==> config.mk <==
export PLATFORM = sky130hd
export DESIGN_NAME = irq_input_buffer
export DESIGN_NICKNAME = d
export VERILOG_FILES = /design/src/rtl/irq_buf_pkg.sv /design/src/rtl/irq_line_sync.sv /design/src/rtl/irq_event_detect.sv /design/src/rtl/irq_pend_counter.sv /design/src/rtl/irq_prio_reg.sv /design/src/rtl/irq_input_buffer.sv
export SDC_FILE = /design/constraint.sdc
export NUM_CORES = 1
export LEC_CHECK = 0
export ABC_AREA = 1
export BUFFER_PORTS_ARGS = -buffer_cell sky130_fd_sc_hd__buf_2
export CORE_UTILIZATION = 47
export DETAILED_ROUTE_END_ITERATION = 12
export GPL_ROUTABILITY_DRIVEN = 0
export PLACE_DENSITY = 0.74
export REMOVE_ABC_BUFFERS = 1
export SYNTH_ARGS = -nofsm -noshare
export SYNTH_HDL_FRONTEND = slang
export SYNTH_HIERARCHICAL = 1
export SYNTH_SLANG_ARGS = --single-unit
==> constraint.sdc <==
create_clock -name clk -period 2.9 [get_ports clk]
set_clock_uncertainty 0.2 [all_clocks]
set_input_delay 0.435 -clock clk [delete_from_list [all_inputs] [get_ports clk]]
set_output_delay 0.435 -clock clk [all_outputs]
set_load 0.05 [all_outputs]
==> src/rtl/irq_buf_pkg.sv <==
// Package: shared sensitivity encodings for the interrupt input buffer.
// Assumes: codes arrive as plain two-bit fields and are cast here.
package irq_buf_pkg;

    typedef enum logic [1:0] {
        LVL_LOW   = 2'b00,
        LVL_HIGH  = 2'b01,
        LVL_OFF_A = 2'b10,
        LVL_OFF_B = 2'b11
    } lvl_mode_e;

    typedef enum logic [1:0] {
        EDG_NONE = 2'b00,
        EDG_RISE = 2'b01,
        EDG_FALL = 2'b10,
        EDG_ANY  = 2'b11
    } edg_mode_e;

endpackage

==> src/rtl/irq_line_sync.sv <==
// Module: multi-flop synchronizer plus a one-cycle delayed copy for edge detection.
// Assumes: STAGES >= 2; the raw line is asynchronous to clk.
module irq_line_sync #(
    parameter int STAGES = 2
) (
    input  logic clk,
    input  logic rst_n,
    input  logic line_raw,
    output logic line_s,
    output logic line_d
);
    localparam int LAST = STAGES - 1;

    logic [LAST:0] chain_q;

    generate
        for (genvar g = 0; g < STAGES; g++) begin : g_stage
            if (g == 0) begin : g_first
                // First flop samples the asynchronous line.
                always_ff @(posedge clk or negedge rst_n) begin
                    if (!rst_n) chain_q[0] <= 1'b0;
                    else        chain_q[0] <= line_raw;
                end
            end else begin : g_next
                // Later flops resolve metastability.
                always_ff @(posedge clk or negedge rst_n) begin
                    if (!rst_n) chain_q[g] <= 1'b0;
                    else        chain_q[g] <= chain_q[g-1];
                end
            end
        end
    endgenerate

    // Previous synchronized value for edge comparison.
    always_ff @(posedge clk or negedge rst_n) begin
        if (!rst_n) line_d <= 1'b0;
        else        line_d <= chain_q[LAST];
    end

    assign line_s = chain_q[LAST];

    p_delay_copy_r1: assert property (@(posedge clk) disable iff (!rst_n)
        1'b1 |=> line_d == $past(line_s));

endmodule

==> src/rtl/irq_event_detect.sv <==
// Module: turns the synchronized line into one-cycle event pulses per the level
// and edge codes; level events are limited to one per accepted acknowledge.
// Assumes: rearm is a single-cycle pulse for each accepted acknowledge.
module irq_event_detect
    import irq_buf_pkg::*;
(
    input  logic       clk,
    input  logic       rst_n,
    input  logic [1:0] lvl_cfg,
    input  logic [1:0] edg_cfg,
    input  logic       line_s,
    input  logic       line_d,
    input  logic       rearm,
    output logic       evt
);
    lvl_mode_e lvl_mode;
    edg_mode_e edg_mode;
    logic      lvl_hit;
    logic      edg_hit;
    logic      lvl_evt;
    logic      armed_q;
    logic      rise;
    logic      fall;

    assign lvl_mode = lvl_mode_e'(lvl_cfg);
    assign edg_mode = edg_mode_e'(edg_cfg);
    assign rise     = line_s & ~line_d;
    assign fall     = ~line_s & line_d;

    // Level qualification.
    always_comb begin
        case (lvl_mode)
            LVL_LOW:  lvl_hit = ~line_s;
            LVL_HIGH: lvl_hit = line_s;
            default:  lvl_hit = 1'b0;
        endcase
    end

    // Edge qualification.
    always_comb begin
        case (edg_mode)
            EDG_RISE: edg_hit = rise;
            EDG_FALL: edg_hit = fall;
            EDG_ANY:  edg_hit = rise | fall;
            default:  edg_hit = 1'b0;
        endcase
    end

    assign lvl_evt = lvl_hit & armed_q;
    assign evt     = lvl_evt | edg_hit;

    // Arm flag: a level event disarms, an accepted acknowledge rearms.
    always_ff @(posedge clk or negedge rst_n) begin
        if (!rst_n)       armed_q <= 1'b1;
        else if (lvl_evt) armed_q <= 1'b0;
        else if (rearm)   armed_q <= 1'b1;
    end

    p_one_level_r4: assert property (@(posedge clk) disable iff (!rst_n)
        lvl_evt |=> !lvl_evt);

    p_off_quiet_r3: assert property (@(posedge clk) disable iff (!rst_n)
        (edg_mode == EDG_NONE && lvl_cfg[1]) |-> !evt);

endmodule

==> src/rtl/irq_pend_counter.sv <==
// Module: saturating up/down pending-request counter.
// Assumes: inc and dec are single-cycle qualified pulses; dec only when count > 0.
module irq_pend_counter #(
    parameter int CNT_W = 4
) (
    input  logic             clk,
    input  logic             rst_n,
    input  logic             inc,
    input  logic             dec,
    output logic [CNT_W-1:0] count
);
    localparam logic [CNT_W-1:0] CNT_MAX = '1;
    localparam logic [CNT_W-1:0] ONE     = CNT_W'(1);

    // Count update: coincident inc and dec cancel, top value saturates.
    always_ff @(posedge clk or negedge rst_n) begin
        if (!rst_n) begin
            count <= '0;
        end else if (inc && !dec) begin
            if (count != CNT_MAX) count <= count + ONE;
        end else if (dec && !inc) begin
            count <= count - ONE;
        end
    end

    p_no_wrap_r6: assert property (@(posedge clk) disable iff (!rst_n)
        (count == CNT_MAX && inc && !dec) |=> count == CNT_MAX);

    p_step_down_r7: assert property (@(posedge clk) disable iff (!rst_n)
        (dec && !inc) |=> count == $past(count) - ONE);

    p_cancel_r8: assert property (@(posedge clk) disable iff (!rst_n)
        (dec && inc) |=> $stable(count));

    p_dec_legal_r7: assert property (@(posedge clk) disable iff (!rst_n)
        dec |-> count != '0);

endmodule

==> src/rtl/irq_prio_reg.sv <==
// Module: run-time loadable priority register.
// Assumes: load is sampled on every rising edge.
module irq_prio_reg #(
    parameter int PRIO_W = 4
) (
    input  logic              clk,
    input  logic              rst_n,
    input  logic              load,
    input  logic [PRIO_W-1:0] new_val,
    output logic [PRIO_W-1:0] value
);
    // Priority storage.
    always_ff @(posedge clk or negedge rst_n) begin
        if (!rst_n)    value <= '0;
        else if (load) value <= new_val;
    end

    p_load_r9: assert property (@(posedge clk) disable iff (!rst_n)
        load |=> value == $past(new_val));

    p_hold_r9: assert property (@(posedge clk) disable iff (!rst_n)
        !load |=> $stable(value));

endmodule

==> src/rtl/irq_input_buffer.sv <==
// Module: top of one interrupt input buffer: synchronizer, event detection,
// pending counter, priority register and registered forward output.
// Assumes: arbitration between lines is done outside; fwd_en is the grant.
module irq_input_buffer #(
    parameter int CNT_W       = 4,
    parameter int PRIO_W      = 4,
    parameter int SYNC_STAGES = 2
) (
    input  logic              clk,
    input  logic              rst_n,
    input  logic              irq_raw,
    input  logic [1:0]        lvl_cfg,
    input  logic [1:0]        edg_cfg,
    input  logic              prio_load,
    input  logic [PRIO_W-1:0] prio_new,
    input  logic              fwd_en,
    input  logic              ack,
    output logic              ready,
    output logic [CNT_W-1:0]  pend_cnt,
    output logic [PRIO_W-1:0] prio,
    output logic              irq_fwd
);
    logic line_s;
    logic line_d;
    logic evt;
    logic ack_ok;

    irq_line_sync #(.STAGES(SYNC_STAGES)) u_sync (
        .clk      (clk),
        .rst_n    (rst_n),
        .line_raw (irq_raw),
        .line_s   (line_s),
        .line_d   (line_d)
    );

    irq_event_detect u_detect (
        .clk     (clk),
        .rst_n   (rst_n),
        .lvl_cfg (lvl_cfg),
        .edg_cfg (edg_cfg),
        .line_s  (line_s),
        .line_d  (line_d),
        .rearm   (ack_ok),
        .evt     (evt)
    );

    irq_pend_counter #(.CNT_W(CNT_W)) u_count (
        .clk   (clk),
        .rst_n (rst_n),
        .inc   (evt),
        .dec   (ack_ok),
        .count (pend_cnt)
    );

    irq_prio_reg #(.PRIO_W(PRIO_W)) u_prio (
        .clk     (clk),
        .rst_n   (rst_n),
        .load    (prio_load),
        .new_val (prio_new),
        .value   (prio)
    );

    assign ready  = (pend_cnt != '0);
    assign ack_ok = ack & irq_fwd & ready;

    // Registered forward request.
    always_ff @(posedge clk or negedge rst_n) begin
        if (!rst_n) irq_fwd <= 1'b0;
        else        irq_fwd <= ready & fwd_en;
    end

    p_fwd_set_r10: assert property (@(posedge clk) disable iff (!rst_n)
        (ready && fwd_en) |=> irq_fwd);

    p_fwd_clr_r10: assert property (@(posedge clk) disable iff (!rst_n)
        !(ready && fwd_en) |=> !irq_fwd);

    p_ack_ignored_r7: assert property (@(posedge clk) disable iff (!rst_n)
        (ack && !irq_fwd && !evt) |=> $stable(pend_cnt));

endmodule

---- Word-level counts from Yosys, hierarchy flattened ----
Index checks and enable logic that the tools add are counted.
operators by class
  add/sub/neg operators ................... 2
  $mul .................................... 0
  div/mod/pow operators ................... 0
  magnitude comparators ................... 0
  eq/ne operators ......................... 6
  shifts and indexed selects .............. 0
  muxes and demuxes ....................... 7
  bitwise operators ....................... 10
  reductions and logical operators ........ 9
operator list
  kind                   count
  $mux W4                3
  $and A1 B1 Y1          6
  $add A4 B1 Y4 const B  1
  $eq A2 B1 Y1 const B   2
  $eq A2 B2 Y1 const B   2
  $ne A4 B4 Y1 const B   1
  $reduce_bool A2 Y1     2
  $reduce_bool A4 Y1     1
  $sub A4 B1 Y4 const B  1
  $pmux W1 S3            1
  $logic_and A1 B1 Y1    2
  $logic_not A1 Y1       2
  $logic_not A2 Y1       1
  $mux W1                2
  $ne A2 B2 Y1 const B   1
  $not A1 Y1             2
  $or A1 B1 Y1           2
  $pmux W1 S2            1
  $reduce_and A2 Y1      1
word-level totals
  register bits after elaboration ......... 13
  latch bits .............................. 0
  bits in writable memories ............... 0
  memory bits (read-only) ................. 0
  bits of input ports ..................... 14
  output and inout port bits .............. 10
  word-level logic and storage cells ...... 41
  memories ................................ 0

---- Depth between registers and ports, before layout ----
  depth after elaboration ................. 9
  gate-level depth with buffers ........... 15
  gate-level depth less buffers ........... 15

---- Hierarchy ----
The synthesis kept the hierarchy.
by module, submodules not included
  module            instances  cells an instance  area an instance (sq um)  seq. area each (sq um)
  irq_pend_counter  1          41                 294.0                     100.1
  irq_prio_reg      1          17                 148.9                     100.1
  irq_event_detect  1          21                 127.6                     26.3
  irq_line_sync     1          3                  75.1                      75.1
  irq_input_buffer  1          8                  53.8                      25.0

---- Worst setup path after synthesis ----
OpenSTA, ideal clock, no wires.
  path kind ............................... register -> register
  from .................................... register u_count.count[1]
  to ...................................... register u_count.count[2]
  library setup time ...................... 0.130 ns
  arrival time ............................ 1.897 ns
  data required time ...................... 2.570 ns
  path slack .............................. 0.673 ns
  cell stages (with the launch flop) ...... 12
  buffers on the path ..................... 0
  clock period less this slack ............ 2.227 ns
  path through ............................ dfrtp_1 -> nor2_1 -> a21oi_1 -> inv_2 -> nand2_2 -> nand2_1 -> nand2_1 -> inv_1 -> ha_1 -> a21oi_1 -> xor2_1 -> a21oi_1
between the ends
  longest elaborated chain between the ends .. 6
  elaborated cells between the ends (all ways) .. 14
  classes of those cells .................. add/sub (2); eq/ne (2); mux (3); bitwise (1); reduce/logical (6)
RTL lines
  what                                                          line                    text
  start, declared                                               irq_pend_counter.sv:10  output logic [CNT_W-1:0] count
  start signal, assigned                                        irq_pend_counter.sv:20  if (count != CNT_MAX) count <= count + ONE;
  start signal, assigned                                        irq_pend_counter.sv:22  count <= count - ONE;
  $reduce_bool A4 Y1 *                                          irq_input_buffer.sv:63  assign ready = (pend_cnt != '0);
  $and A1 B1 Y1 *                                               irq_input_buffer.sv:64  assign ack_ok = ack & irq_fwd & ready;
  via ack_ok                                                    irq_input_buffer.sv:26  logic ack_ok;
  $logic_not A1 Y1                                              irq_pend_counter.sv:19  end else if (inc && !dec) begin
  $logic_and A1 B1 Y1                                           irq_pend_counter.sv:19
  $ne A2 B2 Y1 (no line) or $reduce_bool A2 Y1 (tied branches)  -
  $reduce_and A2 Y1 (no line)                                   -
The timed path passes the listed nets; every way through them passes the cells marked *. The select of a mux whose other input is x is not followed.
A chain may end at the register's enable or synchronous reset.

---- Worst setup path in the final report ----
  from .................................... register u_sync.chain_q[1], in the netlist u_sync/line_s
  to ...................................... register u_count.count[3]
between the ends
  longest elaborated chain between the ends .. 9
  elaborated cells between the ends (all ways) .. 15
  classes of those cells .................. eq/ne (1); mux (3); bitwise (6); reduce/logical (5)
RTL lines
  what                             line                                            text
  start, declared                  irq_line_sync.sv:14                             logic [LAST:0] chain_q;
  start signal, assigned by index  irq_line_sync.sv:28                             else chain_q[g] <= chain_q[g-1];
  $not A1 Y1                       irq_event_detect.sv:28, irq_event_detect.sv:33
  $and A1 B1 Y1                    irq_event_detect.sv:28                          assign fall = ~line_s & line_d;
  $or A1 B1 Y1                     irq_event_detect.sv:44                          EDG_ANY: edg_hit = rise | fall;
  $pmux W1 S3                      irq_event_detect.sv:41                          case (edg_mode)
  $or A1 B1 Y1 *                   irq_event_detect.sv:50                          assign evt = lvl_evt | edg_hit;
  via evt                          irq_input_buffer.sv:25                          logic evt;
  $logic_not A1 Y1                 irq_pend_counter.sv:21                          end else if (dec && !inc) begin
  $logic_and A1 B1 Y1              irq_pend_counter.sv:21
  $reduce_bool A2 Y1 (no line)     -
  $reduce_and A2 Y1 (no line)      -
The timed path passes the listed nets; every way through them passes the cells marked *.

==> results.md <==
Status:
- The flow ran to the end, and the final reports show no timing, DRC or antenna violations.

Logic synthesis:
- Counting instances in the post-synthesis netlist gives the leading cell types as 31 x sky130_fd_sc_hd__nand2_1, 13 x sky130_fd_sc_hd__inv_1, 12 x sky130_fd_sc_hd__dfrtp_1, 7 x sky130_fd_sc_hd__nand3_1.
- In the synthesized netlist the dominant register cell turns out to be sky130_fd_sc_hd__dfrtp_1.
- The count of flip-flops with a built-in enable after synthesis is 0.
- The library cell with the highest instance count after synthesis is sky130_fd_sc_hd__nand2_1.
- Of the post-synthesis cell area, the dominant cell type holds 0.429.
- Synthesis inferred 13 register bits.
- Counting flops with an async set or reset pin after synthesis yields a share of 1.00.
- In this run the mean area of a mapped cell was 7.77 µm².
- By area the synthesized netlist is led by sky130_fd_sc_hd__dfrtp_1 43%, sky130_fd_sc_hd__nand2_1 17%, sky130_fd_sc_hd__ha_1 7.2%, sky130_fd_sc_hd__inv_1 7.0%, sky130_fd_sc_hd__nand3_1 5.0%.
- The mapped netlist covers around 700 µm².
- Synthesis instantiated 17 different standard cells from the library.
- The biggest area contributor in the post-synthesis netlist is sky130_fd_sc_hd__dfrtp_1.
- The number of instances in the synthesized netlist is 90.
- The Yosys step of the flow raised 6 warnings.
- The fraction of the yosys area taken by sequential cells is 0.467.

STA:
- The maximum operating frequency is between 400 and 500 MHz.
- The hold violation total from the final report is 0.
- The max-slew violation count is 0.
- The smallest setup slack after layout is 0.616 ns.
- The total setup violations reported at the end of the flow is 0.
- The routed design could run at a clock period as short as 2.28 ns.
- Of the available clock period, the critical path in the final layout requires 0.787.
- Setup total negative slack on the finished layout was measured at 0 ns.
- The slew of the pin with the lowest slew margin is about 0.29 ns.
- Measured against its own limit, the worst slew margin works out to 0.809.
- Setup repair after global routing left no endpoint under its margin.

Power:
- The standby leakage power is 0.514 nW.
- For this design the ratio of total power to cell area is roughly 950 mW/mm².
- The maximum vdd drop is roughly 480 µV.

Worst hold path:
- The worst hold path begins at irq_raw.
- The worst hold path terminates at u_sync/chain_q[0]$_DFF_PN0_.
- The tightest min-delay check is of the input port to flop type.
- Along the worst hold path, the cell count comes to 1.

Cells and area:
- Of the cells placed in the final design, the portion with a size suffix greater than 1 is 0.288.
- After filler insertion, the fill cell instance count of the layout stands at between 100 and 150.
- The final-stage net count is about 140.
- The finished cells cover 871 µm².
- 0 antenna diodes ended up in the layout.
- The area added between synthesis and finish is 24.5%.

Setup path:
- The worst register-to-register path ends at u_count/count[3]$_DFFE_PN0P_.
- The worst-case register-to-register setup slack is ~0.62 ns.
- The required time reported for the critical path endpoint is about 2.9 ns.
- The maximum fanout along the worst path is 6.
- The startpoint of the lowest-slack register-to-register path is u_sync/line_s$_DFF_PN0_.
- The worst register-to-register path has a depth of 13.
- The worst setup path category is flop to flop.
- The worst setup path is captured at a flop.
- Data on the critical path arrives at its endpoint at around 2.2 ns.
- The kind of start point of the critical path is a flop.

Floorplan:
- In this run the horizontal extent of the chip is 40.6 µm.
- The area of the die is roughly 0.0016 mm².
- The area of the placeable core is 0.00135 mm².
- The placement row count is 13.
- The vertical die dimension is 40.6 µm.
- 24 I/O pins were placed.
- For this configuration, the core starts out at a cell density of 0.518.

Drt:
- The length of the first detailed-routing pass in iterations is 4.
- After detailed routing, the total wire length is 1270 µm.
- After the first detailed-routing iteration, the DRC count stood at 6.
- The vias after detailed routing is around 630.
- The count of unresolved DRC violations after routing is 0.
- The count of nets left with antenna violations once routing finished came out at 0.
- The via count normalized by instance count is 4.70.
- The detailed-route wire length per cell is about 9.6 µm.

Place:
- The cell area after placement is 833 µm².
- OpenSTA, run right after detailed placement, puts the worst setup slack at 0.614 ns.
- During placement, the flow inserted port buffers numbering 23.
- Detailed placement ended at an HPWL of ~1000 µm.

Clocking:
- After clock tree synthesis, the clock-pin slew on the worst setup and hold paths is about 0.080 ns.
- Once the clock tree was built, the resizer swapped 0 gates to a different size.
- The longest clock path from root to sink contains 2 buffers.
- In this run the clock root is driven by a sky130_fd_sc_hd__clkbuf_4.
- The clock net in this run drives a total of 13 sinks.
- The number of clock buffers added by TritonCTS is 3.
- At the later pin of the worst-skew pair, clock insertion delay measures around 0.27 ns.
- CTS built an H-tree with a depth of 1.
- The clock tree from TritonCTS is yes.

Global route:
- Entering global routing, the biggest net connects 14 pins.
- The leftover overflow at the end of global routing is 0.
- For this run, the total global-route usage over all layers was measured as 0.181.
- The wire length of the first global-routing pass is slightly below 2000 µm.
- The number of antenna violations at the first check in global routing is 0.
- The number of global-route vias before repair was 490.

Flow run:
- The max-cap check violation count is 0.
stage by stage:
stage | hold slack, ns | instances | util | power [mW]
2_1_floorplan | -0.0606 | 90 | - | 0.622
3_3_place_gp | 0.130 | 128 | 0.617 | 0.711
3_5_place_dp | 0.129 | 128 | 0.617 | 0.724
4_1_cts | 0.0598 | 133 | 0.645 | 0.836
5_1_grt | 0.0479 | 133 | 0.645 | 0.895
6_report | 0.0700 | 133 | 0.645 | 0.827
power breakdown:
part	internal, mW	leakage (nW)	switching, mW
clock	0.0510	0.0177	0.0566
combinational	0.132	0.344	0.303
sequential	0.232	0.153	0.0525
layer usage:
metal,GRT usage,part of all wire,vias up,routed length (µm)
met3,0.0167,0.027,2,35
met1,0.242,0.46,278,585
met2,0.286,0.50,14,640
met5,0,0,-,0
li1,-,-,331,-
met4,0.100,0.0094,0,12
worst max path at each step:
stage / startpoint / to / cells after the start
floorplan: u_count/count[1]$_DFFE_PN0P_ / u_count/count[2]$_DFFE_PN0P_ / 11
global placement: u_sync/line_s$_DFF_PN0_ / u_count/count[3]$_DFFE_PN0P_ / 13
detailed placement: u_sync/line_s$_DFF_PN0_ / u_count/count[3]$_DFFE_PN0P_ / 13
CTS: u_sync/line_s$_DFF_PN0_ / u_count/count[3]$_DFFE_PN0P_ / 13
global route: u_sync/line_s$_DFF_PN0_ / u_count/count[3]$_DFFE_PN0P_ / 13
finish: u_sync/line_s$_DFF_PN0_ / u_count/count[3]$_DFFE_PN0P_ / 13
sequential cells by signal (all words and copies together) (netlist names):
| register | flops |
|---|---|
| u_sync/line_d | 1 |
| u_detect/armed_q | 1 |
| u_sync/chain_q | 1 |
| irq_fwd | 1 |
| u_count/count | 4 |
| u_prio/value | 4 |
| u_sync/line_s | 1 |
cells in the final DEF (no fill, tap or decap), types with 2 or more instances in the layout:
cell,netlist,layout
sky130_fd_sc_hd__inv_1,13,13
sky130_fd_sc_hd__nand3_1,7,7
sky130_fd_sc_hd__nand2_1,31,31
sky130_fd_sc_hd__inv_2,3,3
sky130_fd_sc_hd__buf_2,0,23
sky130_fd_sc_hd__or2_1,2,2
sky130_fd_sc_hd__a21oi_1,4,4
sky130_fd_sc_hd__xor2_1,2,2
sky130_fd_sc_hd__nand2_2,2,2
sky130_fd_sc_hd__nor2_1,4,4
sky130_fd_sc_hd__clkbuf_4,0,3
sky130_fd_sc_hd__dfrtp_1,12,12
sky130_fd_sc_hd__ha_1,4,4
timing repair:
action                    4_1_cts  5_1_grt
hold endpoints to repair       12        0
setup buffers                   0        0
hold buffers                    1        0
final cells by class:
class	instances	area [µm²]	area share
sequential	13	327	0.375
clock inverter	1	5.00	0.00575
tap	15	18.8	0.0216
clock buffer	3	22.5	0.0259
timing repair buffer	24	125	0.144
inverter	16	60.1	0.0690
multi-input combinational	61	313	0.359
cells by family after synthesis:
kind of cell               count (synthesis)  share of synthesized area
AOI/OAI and AO/OA                          6                     0.0483
xor gates and xnor gates                   2                     0.0250
adders and majority gates                  4                     0.0716
buffers and inverters                     16                     0.0859
DFF                                       13                      0.467
and+or+nand+nor                           49                      0.302
worst max-delay path, cell delays in order (launching register included):
cell,delay (ns)
sky130_fd_sc_hd__dfrtp_1,0.39
sky130_fd_sc_hd__inv_1,0.07
sky130_fd_sc_hd__ha_1,0.29
sky130_fd_sc_hd__nand3_1,0.08
sky130_fd_sc_hd__nand3_1,0.07
sky130_fd_sc_hd__nand2_1,0.12
sky130_fd_sc_hd__nand2_2,0.12
sky130_fd_sc_hd__ha_1,0.35
sky130_fd_sc_hd__nand2_1,0.06
sky130_fd_sc_hd__nand3b_1,0.17
sky130_fd_sc_hd__nand2_1,0.08
sky130_fd_sc_hd__nand2_1,0.04
sky130_fd_sc_hd__nand3_1,0.06
sky130_fd_sc_hd__nand2_1,0.06
Note: power is estimated with default switching activity, not from simulation.
